**config.mk**
```make
export PLATFORM = sky130hd
export DESIGN_NAME = bbp_protect_ctrl
export DESIGN_NICKNAME = d
export VERILOG_FILES = /design/src/rtl/bbp_pkg.sv /design/src/rtl/bbp_addr_decode.sv /design/src/rtl/bbp_lock_cell.sv /design/src/rtl/bbp_protect_eval.sv /design/src/rtl/bbp_protect_ctrl.sv
export SDC_FILE = /design/constraint.sdc
export NUM_CORES = 1
export LEC_CHECK = 0
export BUFFER_PORTS_ARGS = -buffer_cell sky130_fd_sc_hd__buf_4
export CORE_MARGIN = 1.5
export CORE_UTILIZATION = 43
export DETAILED_ROUTE_END_ITERATION = 12
export SLEW_MARGIN = 20
export SYNTH_ARGS = -nofsm -noshare
export SYNTH_HDL_FRONTEND = slang
export SYNTH_HIERARCHICAL = 1
export SYNTH_SLANG_ARGS = --single-unit
```
**constraint.sdc**
```tcl
create_clock -name clk -period 2.25 [get_ports clk]
set_input_delay 0 -clock clk [delete_from_list [all_inputs] [get_ports clk]]
set_output_delay 0 -clock clk [all_outputs]
set_load 0.03 [all_outputs]
```
**src/rtl/bbp_pkg.sv**
```systemverilog
package bbp_pkg;

  typedef enum logic [1:0] {
    LK_OPEN   = 2'b00,
    LK_HELD   = 2'b01,
    LK_LATENT = 2'b10,
    LK_FROZEN = 2'b11
  } lk_code_t;

  // Block number of a word address: small blocks first, large ones above them.
  function automatic logic [31:0] blk_index(input logic [31:0] a,
                                            input logic [31:0] n_small,
                                            input logic [31:0] s_shift,
                                            input logic [31:0] l_shift);
    logic [31:0] small_end;
    small_end = n_small << s_shift;
    if (a < small_end) return a >> s_shift;
    return n_small + (a >> l_shift) - (small_end >> l_shift);
  endfunction

endpackage

```
**src/rtl/bbp_addr_decode.sv**
```systemverilog
module bbp_addr_decode
  import bbp_pkg::*;
#(
  parameter int ADDR_W = 21,
  parameter int NPARAM = 8,
  parameter int PSHIFT = 12,
  parameter int MSHIFT = 15,
  parameter int IDX_W  = 7
) (
  input  logic [ADDR_W-1:0] addr_i,
  output logic [IDX_W-1:0]  idx_o,
  output logic              is_blk0_o
);
  logic [31:0] idx_full;

  always_comb begin
    idx_full  = blk_index(32'(addr_i), 32'(NPARAM), 32'(PSHIFT), 32'(MSHIFT));
    idx_o     = idx_full[IDX_W-1:0];
    is_blk0_o = (idx_full == 32'd0);
  end
endmodule

```
**src/rtl/bbp_lock_cell.sv**
```systemverilog
module bbp_lock_cell (
  input  logic       clk,
  input  logic       rst_n,
  input  logic       sel_i,
  input  logic       lock_i,
  input  logic       unlock_i,
  input  logic       freeze_i,
  input  logic       wp_on,
  output logic [1:0] code_o,
  output logic       ev_unlock_blocked_o
);
  logic held_q;
  logic mark_q;
  logic unlock_ok;

  assign unlock_ok = !(mark_q && wp_on);
  assign ev_unlock_blocked_o = sel_i && unlock_i && !lock_i && !freeze_i && !unlock_ok;

  always_ff @(posedge clk or negedge rst_n) begin
    if (!rst_n) begin
      held_q <= 1'b1;
      mark_q <= 1'b0;
    end else if (sel_i && freeze_i) begin
      held_q <= 1'b1;
      mark_q <= 1'b1;
    end else if (sel_i && lock_i) begin
      held_q <= 1'b1;
    end else if (sel_i && unlock_i && unlock_ok) begin
      held_q <= 1'b0;
    end else if (mark_q && wp_on) begin
      held_q <= 1'b1;
    end
  end

  assign code_o = {mark_q, held_q};
endmodule

```
**src/rtl/bbp_protect_eval.sv**
```systemverilog
module bbp_protect_eval (
  input  logic [1:0] code_i,
  input  logic       wp_on,
  input  logic       vpp_low,
  input  logic       sealed_i,
  input  logic       is_blk0_i,
  output logic       protect_o
);
  logic by_lock;
  logic by_mark;
  logic by_seal;

  always_comb begin
    by_lock   = code_i[0];
    by_mark   = code_i[1] && wp_on;
    by_seal   = sealed_i && is_blk0_i;
    protect_o = by_lock || by_mark || by_seal || vpp_low;
  end
endmodule

```
**src/rtl/bbp_protect_ctrl.sv**
```systemverilog
module bbp_protect_ctrl #(
  parameter int ADDR_W = 21,
  parameter int NPARAM = 8,
  parameter int PSHIFT = 12,
  parameter int MSHIFT = 15
) (
  input  logic              clk,
  input  logic              rst_n,
  input  logic [ADDR_W-1:0] addr_i,
  input  logic              lock_req,
  input  logic              unlock_req,
  input  logic              freeze_req,
  input  logic              seal_req,
  input  logic              pgm_req,
  input  logic              wp_on,
  input  logic              vpp_low,
  output logic              protect_o,
  output logic [1:0]        lock_status_o,
  output logic              prot_err_o
);
  localparam int NMAIN = ((1 << ADDR_W) - (NPARAM << PSHIFT)) >> MSHIFT;
  localparam int NBLK  = NPARAM + NMAIN;
  localparam int IDX_W = $clog2(NBLK);

  logic [IDX_W-1:0] sel_idx;
  logic             sel_is_blk0;
  logic [1:0]       code_arr [NBLK];
  logic [NBLK-1:0]  blocked_vec;
  logic             ev_unlock_blocked;
  logic             sealed_q;
  logic             ev_err;

  bbp_addr_decode #(
    .ADDR_W(ADDR_W), .NPARAM(NPARAM), .PSHIFT(PSHIFT), .MSHIFT(MSHIFT), .IDX_W(IDX_W)
  ) u_dec (
    .addr_i   (addr_i),
    .idx_o    (sel_idx),
    .is_blk0_o(sel_is_blk0)
  );

  for (genvar b = 0; b < NBLK; b++) begin : g_cell
    bbp_lock_cell u_cell (
      .clk                (clk),
      .rst_n              (rst_n),
      .sel_i              (sel_idx == IDX_W'(b)),
      .lock_i             (lock_req),
      .unlock_i           (unlock_req),
      .freeze_i           (freeze_req),
      .wp_on              (wp_on),
      .code_o             (code_arr[b]),
      .ev_unlock_blocked_o(blocked_vec[b])
    );
  end

  assign lock_status_o     = code_arr[sel_idx];
  assign ev_unlock_blocked = |blocked_vec;

  bbp_protect_eval u_eval (
    .code_i   (lock_status_o),
    .wp_on    (wp_on),
    .vpp_low  (vpp_low),
    .sealed_i (sealed_q),
    .is_blk0_i(sel_is_blk0),
    .protect_o(protect_o)
  );

  assign ev_err = pgm_req && protect_o;

  always_ff @(posedge clk or negedge rst_n) begin
    if (!rst_n) begin
      sealed_q   <= 1'b0;
      prot_err_o <= 1'b0;
    end else begin
      if (seal_req) sealed_q <= 1'b1;
      prot_err_o <= ev_err;
    end
  end
endmodule

```
After elaboration in Yosys (flattened, before gate mapping). Index checks and enable logic that the tools add are counted.

Bits in registers: 144. Output and inout bits: 4. Word-level logic and storage cells: 1014.

Add/subtract/negate cells: 2. $lt $le $gt $ge: 2. Equal/unequal tests: 70. Multiplexer cells: 290. Bitwise gates (word level): 1. Reduce and logical (&&, ||, !) cells: 505.

Operator list (number): logical AND 1 bit (358); 2-to-1 mux 1 bit (285); nonzero test 4 bit (71); equality test 7 x 6 -> 1 bit, second input constant (32); equality test 7 x 5 -> 1 bit, second input constant (16); zero test 1 bit (71); 2-to-1 mux 32 bit (2); equality test 7 x 4 -> 1 bit, second input constant (8); equality test 7 bit, second input constant (7); zero test 32 bit (1); subtractor 32 x 1 -> 32 bit, second input constant (1); equality test 7 x 3 -> 1 bit, second input constant (4); < comparator 21 x 16 -> 1 bit, second input constant (1); binary-select mux 2 bit (select 7 bit) (1); equality test 7 x 2 -> 1 bit, second input constant (2); greater-or-equal comparator 8 bit, second input constant (1); NOT 7 -> 8 bit (1); adder 4 x 6 -> 7 bit, first input constant (1); equality test 7 x 1 -> 1 bit, second input constant (1); zero test 7 bit (1); 2-to-1 mux 2 bit (2); logical OR 1 bit (3).

Logic depth before layout (Yosys ltp).
Depth in word-level cells: 12. Mapped depth: 17.

By module. The synthesis kept the hierarchy.

Modules (own cells, without submodules): bbp_lock_cell (times used 71, cells each 10, area each 106.4 µm²); bbp_protect_ctrl (times used 1, cells each 253, area each 1800.5 µm²); bbp_addr_decode (times used 1, cells each 34, area each 246.5 µm²); bbp_protect_eval (times used 1, cells each 3, area each 15.0 µm²).

Least setup slack after synthesis. Ideal clock, no wire load.

Path type: input -> register. Start: input addr_i[16]. End: register prot_err_o. Setup time: 119 ps. Arrival time: 2963 ps. Required time: 2131 ps. Slack: -833 ps. Stages on the path: 16. Cell sequence: inv_1 > ha_1 > nand2b_4 > nor4_2 > mux2i_1 > buf_6 > buf_6 > mux2i_1 > a22oi_2 > nand3_1 > a21boi_2 > o311ai_1 > a2111o_1 > a211oi_1 > nand2_1 > and2_1.

RTL lines: start: declaration (RTL line bbp_protect_ctrl.sv:9) `input logic [ADDR_W-1:0] addr_i,`; adder 4 x 6 -> 7 bit / < comparator 21 x 16 -> 1 bit (equally long branches) (RTL line bbp_pkg.sv:18, bbp_pkg.sv:17); subtractor 32 x 1 -> 32 bit / 2-to-1 mux 1 bit (equally long branches) (RTL line bbp_pkg.sv:18, bbp_pkg.sv:17); 2-to-1 mux 32 bit (*) (RTL line bbp_pkg.sv:18) `return n_small + (a >> l_shift) - (small_end >> l_shift);`; net sel_idx[1] (RTL line bbp_protect_ctrl.sv:25) `logic [IDX_W-1:0] sel_idx;`; NOT 7 -> 8 bit (implied by the code) (*) (RTL line bbp_protect_ctrl.sv:55) `assign lock_status_o = code_arr[sel_idx];`; binary-select mux 2 bit (select 7 bit) (*) (RTL line bbp_protect_ctrl.sv:55); 2-to-1 mux 2 bit (implied by the code) (*) (2 in series) (RTL line bbp_protect_ctrl.sv:55); net lock_status_o[0] (RTL line bbp_protect_ctrl.sv:18) `output logic [1:0] lock_status_o,`; logical OR 1 bit (*) (3 in series) (RTL line bbp_protect_eval.sv:17) `protect_o = by_lock || by_mark || by_seal || vpp_low;`; net protect_o (RTL line bbp_protect_ctrl.sv:17) `output logic protect_o,`; logical AND 1 bit (*) (RTL line bbp_protect_ctrl.sv:67) `assign ev_err = pgm_req && protect_o;`; net ev_err (RTL line bbp_protect_ctrl.sv:31) `logic ev_err;`; end signal: assignment (RTL line bbp_protect_ctrl.sv:75) `prot_err_o <= ev_err;`; end: declaration (RTL line bbp_protect_ctrl.sv:19) `output logic prot_err_o`.

The timed path passes the listed nets; every way through them passes the cells marked *. The select of a mux whose other input is x is not followed. A chain may end at the register's enable or synchronous reset.

Worst setup path after layout.
Start: input addr_i[15]. End: output protect_o.

Longest elaborated chain between the ends: 11.

RTL lines: adder 4 x 6 -> 7 bit / < comparator 21 x 16 -> 1 bit (equally long branches) (RTL line bbp_pkg.sv:18, bbp_pkg.sv:17); subtractor 32 x 1 -> 32 bit / 2-to-1 mux 1 bit (equally long branches) (RTL line bbp_pkg.sv:18, bbp_pkg.sv:17); 2-to-1 mux 32 bit (*) (RTL line bbp_pkg.sv:18); net sel_idx[1] (RTL line bbp_protect_ctrl.sv:25); NOT 7 -> 8 bit (implied by the code) (RTL line bbp_protect_ctrl.sv:55); binary-select mux 2 bit (select 7 bit) (RTL line bbp_protect_ctrl.sv:55); 2-to-1 mux 2 bit (implied by the code) (2 in series) (RTL line bbp_protect_ctrl.sv:55); logical AND 1 bit (RTL line bbp_protect_eval.sv:15) `by_mark = code_i[1] && wp_on;`; logical OR 1 bit (RTL line bbp_protect_eval.sv:17); logical OR 1 bit (*) (2 in series) (RTL line bbp_protect_eval.sv:17); end: declaration (RTL line bbp_protect_ctrl.sv:17).

Marked as above.

==> results by group <==
Outcome
  – Status: complete, but fails checks
  – Failing checks: setup timing

Timing
  – Setup TNS Final: -1.66 ns
  – Final hold viol count: 0
  – Post-route minimum period: 2.79 ns
  – Final critical-path share of the clock period: 1.24
  – Final Max Tran Viols: 0
  – Slew @ Worst Pin: 0.946 ns
  – Worst Skew: 0.00610 ns
  – Max transition margin: 0.369
  – Worst setup margin: -0.544 ns
  – Final hold slack: 0.0327 ns
  – # setup viols final: 4
  – FMAX: 0.358 GHz
  – RSZ-0062 raised after global routing: true

Placement
  – HPWL Detailed: 15.5 mm
  – Worst slack, placed: -0.726 ns
  – Placed instance area: 9330 µm²
  – Buffers on Ports: 21
  – GP Congestion: 0.901

Critical path
  – Slowest stage cell on the critical path: a2111o_1
  – Startpoint types: primary input
  – Largest delay contributor family on the critical path: compound AO/OA/AOI/OAI gates
  – Buffers and inverters on the worst path: 6
  – Setup CP Type: in -> out
  – Crit. End Element: primary output
  – Crit-path cells: buf_12 > inv_12 > ha_4 > nand2b_4 > nor4_4 > mux2i_4 > buf_12 > buf_12 > buf_4 > mux2i_1 > a22oi_1 > nand4_1 > o311ai_4 > a2111o_1 > a211oi_2 > nand2_2 > buf_6
  – Crit path required time: 2.25 ns
  – Most used cell, CP: buf_12
  – Crit path max fanout: 14
  – CP Data Arrival Time: 2.79 ns
  – Slowest stage delay, CP: 0.42 ns

Cells and area
  – Multi-input logic area: 4110 µm²
  – Reg area: 3690 µm²
  – Fillers: 1820
  – Post-route cell area: 10200 µm²
  – Antenna fix cells: 0
  – Final nets: 909
  – P&R area growth vs syn: 14.8%
  – Ratio of cells with drive above 1 in the final layout: 0.437

Synth
  – Synth warn: 6
  – Mapped Cells: 858
  – Synth Cell Area: 8900 µm²
  – Mean post-synth cell area: 10.4 µm²
  – Syn Nets: 889

Floorplan
  – FP Rows: 52
  – Total core area: 20300 µm²
  – Number of top-level pins: 34
  – Die height: 147 µm
  – Die ar.: 21600 µm²
  – Die W: 147 µm
  – Initial Utilization: 0.439

Routing
  – Per-cell routed wire length: 20.3 µm
  – DRC Markers: 0
  – DRT iter0 DRCs: 539
  – DR vias/cell: 5.78
  – Pre-antenna DRT Iters: 5
  – Vias: 6710
  – Routed WL: 23.5 mm
  – ANT nets after route: 0

Power and ir drop
  – Power Density: 853 nW/µm²
  – VDD IR max: 0.000436 V
  – Leak pwr: 4.45 nW

Clock network
  – CTS root buf: clkbuf_16
  – Worst skew pair latency: 0.43 ns
  – CTS sink count: 144
  – Clk pin slew, worst setup/hold paths: 0.06 ns
  – H-tree depth: 4
  – CTS Buf Count: 17
  – CTS tree: yes
  – Clock Path Buffers: 2

Global route
  – Largest net degree at the start of global routing: 145
  – Vias in the first global route: 7247
  – Initial antenna violation count: 0
  – First-pass GRT wire length: 38.2 mm
  – Grt ovf: 0
  – Total GRT Usage: 0.225

Worst hold path
  – HP Class: in -> reg

Run
  – Max-Cap Viols: 0
[final timing paths]
path | from | slack (ns) | endpoint | cells after the start
min | freeze_req | 0.03 | g_cell[54].u_cell/mark_q$_DFFE_PN0P_ | 2
max in group asynchronous | rst_n | 1.34 | g_cell[14].u_cell/mark_q$_DFFE_PN0P_ | 3
min reg2reg | g_cell[24].u_cell/mark_q$_DFFE_PN0P_ | 0.48 | g_cell[24].u_cell/mark_q$_DFFE_PN0P_ | 1
max reg2reg | g_cell[55].u_cell/held_q$_DFFE_PN1P_ | 0.23 | prot_err_o$_DFF_PN0_ | 7
min in group asynchronous | rst_n | 0.23 | g_cell[68].u_cell/mark_q$_DFFE_PN0P_ | 3
max | addr_i[15] | -0.54 | protect_o | 17
[registers in the layout (all words and copies together) (netlist names)]
register              cells
prot_err_o                1
g_cell.u_cell/held_q     71
sealed_q                  1
g_cell.u_cell/mark_q     71
[cell type report]
type,count,area share
Inverter,7,0.00502
Clock buffer,22,0.0454
Timing Repair Buffer,168,0.142
Tap cell,270,0.0331
Sequential cell,144,0.361
Multi-Input combinational cell,540,0.402
Clock inverter,10,0.0109
[cells in the final DEF (no fill, tap or decap), types with 6 or more instances in the layout]
master	count
mux2i_1	43
buf_6	6
dfstp_2	71
nor2_1	76
nor2_2	8
nand3_1	9
buf_4	146
o21a_1	71
nand2_1	89
buf_12	10
a21o_2	71
dfrtp_1	73
clkbuf_16	19
mux4_2	14
a22oi_1	15
a221o_1	71
[metal layers]
layer / GRT usage / part of all wire / up-vias / routed length [µm]
li1: - / - / 3050 / -
met1: 0.294 / 0.45 / 3462 / 10700
met2: 0.374 / 0.49 / 165 / 11500
met3: 0.0363 / 0.039 / 33 / 918
met4: 0.0869 / 0.018 / 0 / 419
met5: 0 / 0 / - / 0
[what timing repair did]
action	4_1_cts	5_1_grt
pin swaps	0	0
endpoints found under the setup margin	19	40
buffers inserted	3	3
resized for setup	16	24
endpoints found under the hold margin	75	0
hold buffers	4	0
cloned	0	2
[stage by stage]
stage / total power [mW] / utilization / cells
5_1_grt: 9.09 / 0.503 / 1161
2_1_floorplan: 5.77 / - / 858
3_3_place_gp: 5.72 / 0.460 / 1117
3_5_place_dp: 5.81 / 0.460 / 1117
6_report: 8.72 / 0.503 / 1161
4_1_cts: 8.66 / 0.494 / 1156
[power by group]
group	switching (mW)	total, mW	internal [mW]
clock network	1.13	2.81	1.68
logic	0.919	2.01	1.09
registers	0.507	3.90	3.39
total	2.55	8.72	6.16
No activity file was read; power rests on OpenSTA's default activity.
